==> src/rtl/atc_pkg.sv <==
package atc_pkg;

    localparam int unsigned ATC_ADDR_W = 32;
    localparam int unsigned ATC_DEPTH  = 16;
    localparam int unsigned ATC_SIZE_W = 2;

    // Kind of code carried on the output stream
    typedef enum logic {
        CODE_LITERAL = 1'b0,
        CODE_INDEX   = 1'b1
    } code_kind_e;

endpackage

==> src/rtl/atc_run_filter.sv <==
module atc_run_filter
    import atc_pkg::*;
#(
    parameter int unsigned ADDR_W = ATC_ADDR_W,
    parameter int unsigned SIZE_W = ATC_SIZE_W
) (
    input  logic              clk,
    input  logic              rst_n,
    input  logic              clear,
    input  logic              in_valid,
    input  logic [ADDR_W-1:0] in_addr,
    input  logic              in_seq,
    input  logic [SIZE_W-1:0] in_size,
    output logic              emit_valid,
    output logic [ADDR_W-1:0] emit_addr
);

    typedef struct packed {
        logic              held;   // a beat is waiting for its successor
        logic              start;  // the waiting beat opened a run
        logic [ADDR_W-1:0] addr;
    } flt_state_t;

    flt_state_t st_d, st_q;
    logic [ADDR_W-1:0] stride;
    logic              cont;

    always_comb begin
        st_d       = st_q;
        stride     = ADDR_W'(1) << in_size;
        cont       = in_seq && st_q.held && (in_addr == st_q.addr + stride);
        emit_valid = in_valid && !clear && st_q.held && (st_q.start || !cont);
        emit_addr  = st_q.addr;
        if (clear) begin
            st_d = '0;
        end else if (in_valid) begin
            st_d.held  = 1'b1;
            st_d.start = !cont;
            st_d.addr  = in_addr;
        end
    end

    always_ff @(posedge clk or negedge rst_n) begin
        if (!rst_n) begin
            st_q <= '0;
        end else begin
            st_q <= st_d;
        end
    end

endmodule

==> src/rtl/atc_dict.sv <==
module atc_dict
    import atc_pkg::*;
#(
    parameter int unsigned ADDR_W = ATC_ADDR_W,
    parameter int unsigned DEPTH  = ATC_DEPTH,
    localparam int unsigned IDX_W = (DEPTH > 1) ? $clog2(DEPTH) : 1
) (
    input  logic              clk,
    input  logic              rst_n,
    input  logic              clear,
    input  logic              look_valid,
    input  logic [ADDR_W-1:0] look_addr,
    output logic              hit,
    output logic [IDX_W-1:0]  hit_idx
);

    typedef struct packed {
        logic [DEPTH-1:0]             vld;
        logic [DEPTH-1:0][ADDR_W-1:0] tag;
        logic [IDX_W-1:0]             ptr;
    } dict_state_t;

    dict_state_t st_d, st_q;
    logic [DEPTH-1:0] match;

    // One comparator per slot
    for (genvar g = 0; g < DEPTH; g++) begin : g_slot
        assign match[g] = st_q.vld[g] && (st_q.tag[g] == look_addr);
    end

    always_comb begin
        hit     = |match;
        hit_idx = '0;
        for (int i = DEPTH - 1; i >= 0; i--) begin
            if (match[i]) begin
                hit_idx = IDX_W'(i);
            end
        end

        st_d = st_q;
        if (clear) begin
            st_d.vld = '0;
            st_d.ptr = '0;
        end else if (look_valid && !hit) begin
            st_d.vld[st_q.ptr] = 1'b1;
            st_d.tag[st_q.ptr] = look_addr;
            st_d.ptr = (st_q.ptr == IDX_W'(DEPTH - 1)) ? '0 : st_q.ptr + 1'b1;
        end
    end

    always_ff @(posedge clk or negedge rst_n) begin
        if (!rst_n) begin
            st_q <= '0;
        end else begin
            st_q <= st_d;
        end
    end

endmodule

==> src/rtl/addr_trace_compressor.sv <==
module addr_trace_compressor
    import atc_pkg::*;
#(
    parameter int unsigned ADDR_W = ATC_ADDR_W,
    parameter int unsigned DEPTH  = ATC_DEPTH,
    parameter int unsigned SIZE_W = ATC_SIZE_W
) (
    input  logic              clk,
    input  logic              rst_n,
    input  logic              clear,
    input  logic              in_valid,
    input  logic [ADDR_W-1:0] in_addr,
    input  logic              in_seq,
    input  logic [SIZE_W-1:0] in_size,
    output logic              out_valid,
    output logic              out_hit,
    output logic [ADDR_W-1:0] out_code
);

    localparam int unsigned IDX_W = (DEPTH > 1) ? $clog2(DEPTH) : 1;

    typedef struct packed {
        logic              valid;
        code_kind_e        kind;
        logic [ADDR_W-1:0] code;
    } out_state_t;

    logic              emit_valid;
    logic [ADDR_W-1:0] emit_addr;
    logic              dict_hit;
    logic [IDX_W-1:0]  dict_idx;
    out_state_t        out_d, out_q;

    atc_run_filter #(
        .ADDR_W (ADDR_W),
        .SIZE_W (SIZE_W)
    ) u_filter (
        .clk        (clk),
        .rst_n      (rst_n),
        .clear      (clear),
        .in_valid   (in_valid),
        .in_addr    (in_addr),
        .in_seq     (in_seq),
        .in_size    (in_size),
        .emit_valid (emit_valid),
        .emit_addr  (emit_addr)
    );

    atc_dict #(
        .ADDR_W (ADDR_W),
        .DEPTH  (DEPTH)
    ) u_dict (
        .clk        (clk),
        .rst_n      (rst_n),
        .clear      (clear),
        .look_valid (emit_valid),
        .look_addr  (emit_addr),
        .hit        (dict_hit),
        .hit_idx    (dict_idx)
    );

    always_comb begin
        out_d.valid = emit_valid;
        out_d.kind  = dict_hit ? CODE_INDEX : CODE_LITERAL;
        out_d.code  = dict_hit ? ADDR_W'(dict_idx) : emit_addr;
    end

    always_ff @(posedge clk or negedge rst_n) begin
        if (!rst_n) begin
            out_q <= '0;
        end else begin
            out_q <= out_d;
        end
    end

    assign out_valid = out_q.valid;
    assign out_hit   = (out_q.kind == CODE_INDEX);
    assign out_code  = out_q.code;

endmodule

==> config.mk <==
export PLATFORM = sky130hd
export DESIGN_NAME = addr_trace_compressor
export DESIGN_NICKNAME = d
export VERILOG_FILES = /design/src/rtl/atc_pkg.sv /design/src/rtl/atc_run_filter.sv /design/src/rtl/atc_dict.sv /design/src/rtl/addr_trace_compressor.sv
export SDC_FILE = /design/constraint.sdc
export NUM_CORES = 2
export LEC_CHECK = 0
export BUFFER_PORTS_ARGS = -buffer_cell sky130_fd_sc_hd__buf_2
export CAP_MARGIN = 15
export CORE_UTILIZATION = 46
export DETAILED_ROUTE_END_ITERATION = 8
export MAX_ROUTING_LAYER = met4
export PLACE_DENSITY = 0.64
export SYNTH_ARGS = -nofsm -noshare
export SYNTH_HDL_FRONTEND = slang
export SYNTH_SLANG_ARGS = --single-unit
==> constraint.sdc <==
create_clock -name clk -period 3.6 [get_ports clk]
set_input_delay 0.9 -clock clk [delete_from_list [all_inputs] [get_ports clk]]
set_output_delay 0.9 -clock clk [all_outputs]
set_load 0.05 [all_outputs]
# Word level (Yosys, flattened, before mapping)

Index checks and enable logic that the tools add are counted.

Add/subtract/negate cells: 2
Multiply operators: 0
Div/mod/pow operators: 0
Magnitude comparators: 2
Equal/unequal tests: 18
Shift operators: 1
Mux-type cells: 29
Bitwise logic cells: 2
Reduce and logical (&&, ||, !) cells: 31

Operators by type and width:

| operator               | count |
|---|---|
| $eq A32 B32 Y1         | 17 |
| $mux W532              | 1 |
| $bwmux W512            | 1 |
| $demux W32 S4          | 1 |
| $mux W4                | 18 |
| $mux W34               | 2 |
| $mux W32               | 2 |
| $add A32 B32 Y32       | 1 |
| $shl A1 B2 Y32 const A | 1 |
| $logic_and A1 B1 Y1    | 23 |
| $mux W16               | 1 |
| $or A16 B16 Y16        | 1 |
| $reduce_or A16 Y1      | 1 |
| $lt A4 B5 Y1 const B   | 1 |
| $add A4 B1 Y4 const B  | 1 |
| $demux W1 S4           | 1 |
| $eq A4 B4 Y1 const B   | 1 |
| $ge A4 B1 Y1 const B   | 1 |
| $reduce_bool A2 Y1     | 2 |
| $logic_not A1 Y1       | 3 |
| $mux W1                | 2 |
| $reduce_and A2 Y1      | 1 |
| $logic_or A1 B1 Y1     | 1 |
| $not A1 Y1             | 1 |

Register bits: 600
Bits in latches: 0
Bits in writable memories: 0
ROM bits: 0
Input bits: 39
Logic and storage cells: 109
Memories: 0

# Depth between registers and ports, before layout

Word-level depth: 19
Gate-level depth with buffers: 14
Gate-level depth less buffers: 12

# Modules after synthesis

From an unflattened synthesis, not the netlist that was laid out.

Cells, all modules: 2447
Area total of the unflattened synthesis: 32850.3 um^2

Modules (own cells, without submodules):

| module                | times used | cells each | area each (um^2) |
|---|---|---|---|
| atc_dict              | 1          | 2030       | 28706.3 |
| atc_run_filter        | 1          | 348        | 3040.4 |
| addr_trace_compressor | 1          | 69         | 1103.6 |

# Least setup slack after synthesis

OpenSTA, ideal clock, no wires.

Path kind: input port to flip-flop
From: input in_size[0]
To: register (tool-made name)
Data arrival time: 3.980 ns
Required time: 3.475 ns
Path slack: -0.505 ns
Cell stages on the path: 14
Buffers on the path: 3
Cell sequence: and2_1 -> ha_1 -> buf_2 -> nand3_1 -> a211oi_2 -> nand3_1 -> or3_1 -> a211oi_2 -> nand4_1 -> nor3_4 -> buf_12 -> nor2_4 -> buf_6 -> mux2_4

RTL lines:

| element         | RTL line                    | RTL |
|---|---|---|
| start, declared | addr_trace_compressor.sv:14 | `input logic [SIZE_W-1:0] in_size,` |

==> impl_metrics.toml <==
[outcome]
run_status = "complete, but fails checks"
violated_checks = "negative setup slack"

[pwr]
power.leakage_nw = 19.4
total_power_mw = 16.2
pwr_density_cell_nw_per_um2 = 424
ir_drop_uv = 352

[floorplan]
core_area_um2 = 67500
die_height_um = 264
die_area_um2 = 69600
initial_utilization = 0.467
horizontal_die_dimension_um = 264
standard_cell_rows = 95
design.portCount = 73

[detailed_routing]
detailedRoute.firstPassIterationCount = 5
drt-wirelength-per-cell_um = 24.4
drc = 0
drt_iter0_drc = 1293
detail-route-antenna-nets = 0
finalWirelength_mm = 88.0
vias_per_cell = 5.55
routed-via-count = 20010

[placed_design]
gp_routability_congestion = 0.890
place.port_buffers = 72
preCtsSetupSlack_ps = -820
dp.cells = 3436
dpl-instance-area_um2 = 34900
post-dp-hpwl_mm = 57.0

[finish]
post_layout_nonfiller_instances = 3608
final.fill_count = 5468
final_cell_area_um2 = 38400
areaGrowthSynthToFinish_pct = 21.7
final_util = 0.568
share_of_cells_above_drive_strength_1 = 0.402
mostFrequentLayoutCells = "sky130_fd_sc_hd__dfrtp_1 (568), sky130_fd_sc_hd__xor2_1 (395), sky130_fd_sc_hd__mux2_4 (292), sky130_fd_sc_hd__mux2_2 (218), sky130_fd_sc_hd__buf_4 (164)"
commonest_non_fill_non_tap_cell_in_the_layout = "sky130_fd_sc_hd__dfrtp_1"
nNetsFinal = 2734

[job]
cap_violations = 0

[sta]
postLayoutSetupSlackWorst_ps = -80.6
hold_violations = 0
slew-limit-headroom = 0.512
report.final.slew_viol_count = 0
period_utilization = 1.02
worst_clock_skew_ps = 27.9
report.final.setup_viol = 171
finalCriticalPeriod_ps = 3680
max_freq_mhz = 272
setup_repair_after_global_routing_missed_its_margin = "yes"
hold_ws_ps = 321
fin_setup_tns_ps = -6150
tightestPinTransition_ps = 732

[logic_synthesis]
synth.ff_latch_count = 600
seq_area_frac_synth = 0.476
yosysUniqueCellTypes = 68
synthArstFlopShare = 1.00
syn-cell-area_um2 = 31500
synth_cells = 2444
synth_edf_count = 0
syn_avg_cell_area_um2 = 12.9
most_used_flip_flop_cell_after_synthesis = "sky130_fd_sc_hd__dfrtp_1"
synth_warnings = 0
synth_net_count = 2492

[global_routing]
grt_pass1_wl_mm = 132
number_of_antenna_violations_at_the_first_check_in_global_routing = 0
grt_pass1_vias = 20861
grt_util_all_layers = 0.259
pin_count_of_the_biggest_net_entering_global_routing = 90
grt_overflow = 0

[setup_path]
worstPathMaxFanout = 16
timing.critical_path.required_ps = 4080
critical_path_class = "in2reg"
timing.critical_path.from_type = "input pin"
cp-end-kind = "flop"
critical_path_arrival_ps = 4160

[clock_network]
total_cts_buffers = 70
cts.reportedPaths.clkPinSlew_ps = 50
clock_sinks = 600
cts_htree_levels = 3
clk_latency_ps = 620
clockBufferDepth = 3
cts_tree = "yes"
root_buffer_master = "sky130_fd_sc_hd__clkbuf_16"

[worst_hold_path]
worst_hold_path_class = "in2async"
## kinds of logic after synthesis
logic type / share of synthesized area
fa+ha+maj: 0.00381
simple gates: 0.0804
xor+xnor: 0.151
mux: 0.228
compound gates: 0.0200
buf+inv: 0.0408
flops: 0.476
## report_power, final
part | total (mW) | switching [mW] | internal, mW
Clock | 7.31 | 2.83 | 4.49
Sequential | 7.01 | 0.121 | 6.89
Combinational | 1.92 | 1.14 | 0.775
Total | 16.2 | 4.09 | 12.2
## critical path, stage by stage
cell,delay [ps]
sky130_fd_sc_hd__buf_8,110
sky130_fd_sc_hd__nor2_4,120
sky130_fd_sc_hd__ha_4,150
sky130_fd_sc_hd__fa_2,260
sky130_fd_sc_hd__nand3_4,100
sky130_fd_sc_hd__a211oi_4,330
sky130_fd_sc_hd__nand3_1,150
sky130_fd_sc_hd__or3_4,350
sky130_fd_sc_hd__a211oi_2,220
sky130_fd_sc_hd__nand4_1,190
sky130_fd_sc_hd__nor3_4,320
sky130_fd_sc_hd__buf_6,150
sky130_fd_sc_hd__clkbuf_16,150
sky130_fd_sc_hd__nor2_4,50
sky130_fd_sc_hd__buf_12,150
sky130_fd_sc_hd__buf_12,150
sky130_fd_sc_hd__mux2_4,290
## final cells by class
class                           instances  area [µm²]  area share
Antenna cell                            1        2.50   0.0000652
Clock buffer                          105        2090      0.0544
Sequential cell                       600       15100       0.393
Timing Repair Buffer                  370        4110       0.107
Tap cell                              873        1090      0.0285
Multi-Input combinational cell       1625       15700       0.409
Inverter                               19        71.3     0.00186
Clock inverter                         15         258     0.00672
## per-layer routing
metal  global-route usage  routed length (µm)  up-vias  part of all wire
li1                     -                   -     8900                 -
met1                0.356               40900    10518              0.47
met2                0.397               40900      466              0.46
met3               0.0387                4050      126             0.046
met4               0.0772                2150        0             0.024
met5                    -                   0        -                 0
## worst paths after layout
path | from | endpoint | slack [ps] | cells after the start
worst max-delay path | in_size[0] | flop | -80 | 17
worst min register to register | u_dict.st_q[528] | u_dict.st_q[528] | 480 | 1
worst max register to register | u_filter.emit_addr[0] | flop | -30 | 16
worst min-delay path | rst_n | asynchronous set/reset pin | 320 | 1
min in group clk | u_dict.st_q[528] | u_dict.st_q[528] | 480 | 1
max in group asynchronous | rst_n | asynchronous set/reset pin | 2290 | 2
## what timing repair did
item | CTS | global route
endpoints found under the setup margin | 412 | 502
pin swaps | 10 | 28
hold buffers | 0 | 0
gates resized for setup | 38 | 75
gates cloned | 2 | 14
buffers inserted | 21 | 17
## synth_stat cells, types with 39 or more instances
cell | n | share of area
sky130_fd_sc_hd__buf_2 | 73 | 0.012
sky130_fd_sc_hd__xnor2_1 | 146 | 0.041
sky130_fd_sc_hd__nor4_1 | 98 | 0.019
sky130_fd_sc_hd__nor2_1 | 68 | 0.0081
sky130_fd_sc_hd__mux2_4 | 290 | 0.14
sky130_fd_sc_hd__buf_6 | 39 | 0.014
sky130_fd_sc_hd__dfrtp_1 | 600 | 0.48
sky130_fd_sc_hd__nand4_1 | 50 | 0.0099
sky130_fd_sc_hd__nand3_1 | 67 | 0.011
sky130_fd_sc_hd__mux2_2 | 220 | 0.079
sky130_fd_sc_hd__xor2_1 | 396 | 0.11
sky130_fd_sc_hd__clkbuf_1 | 65 | 0.0077
Power figures use the tool's default switching activity.
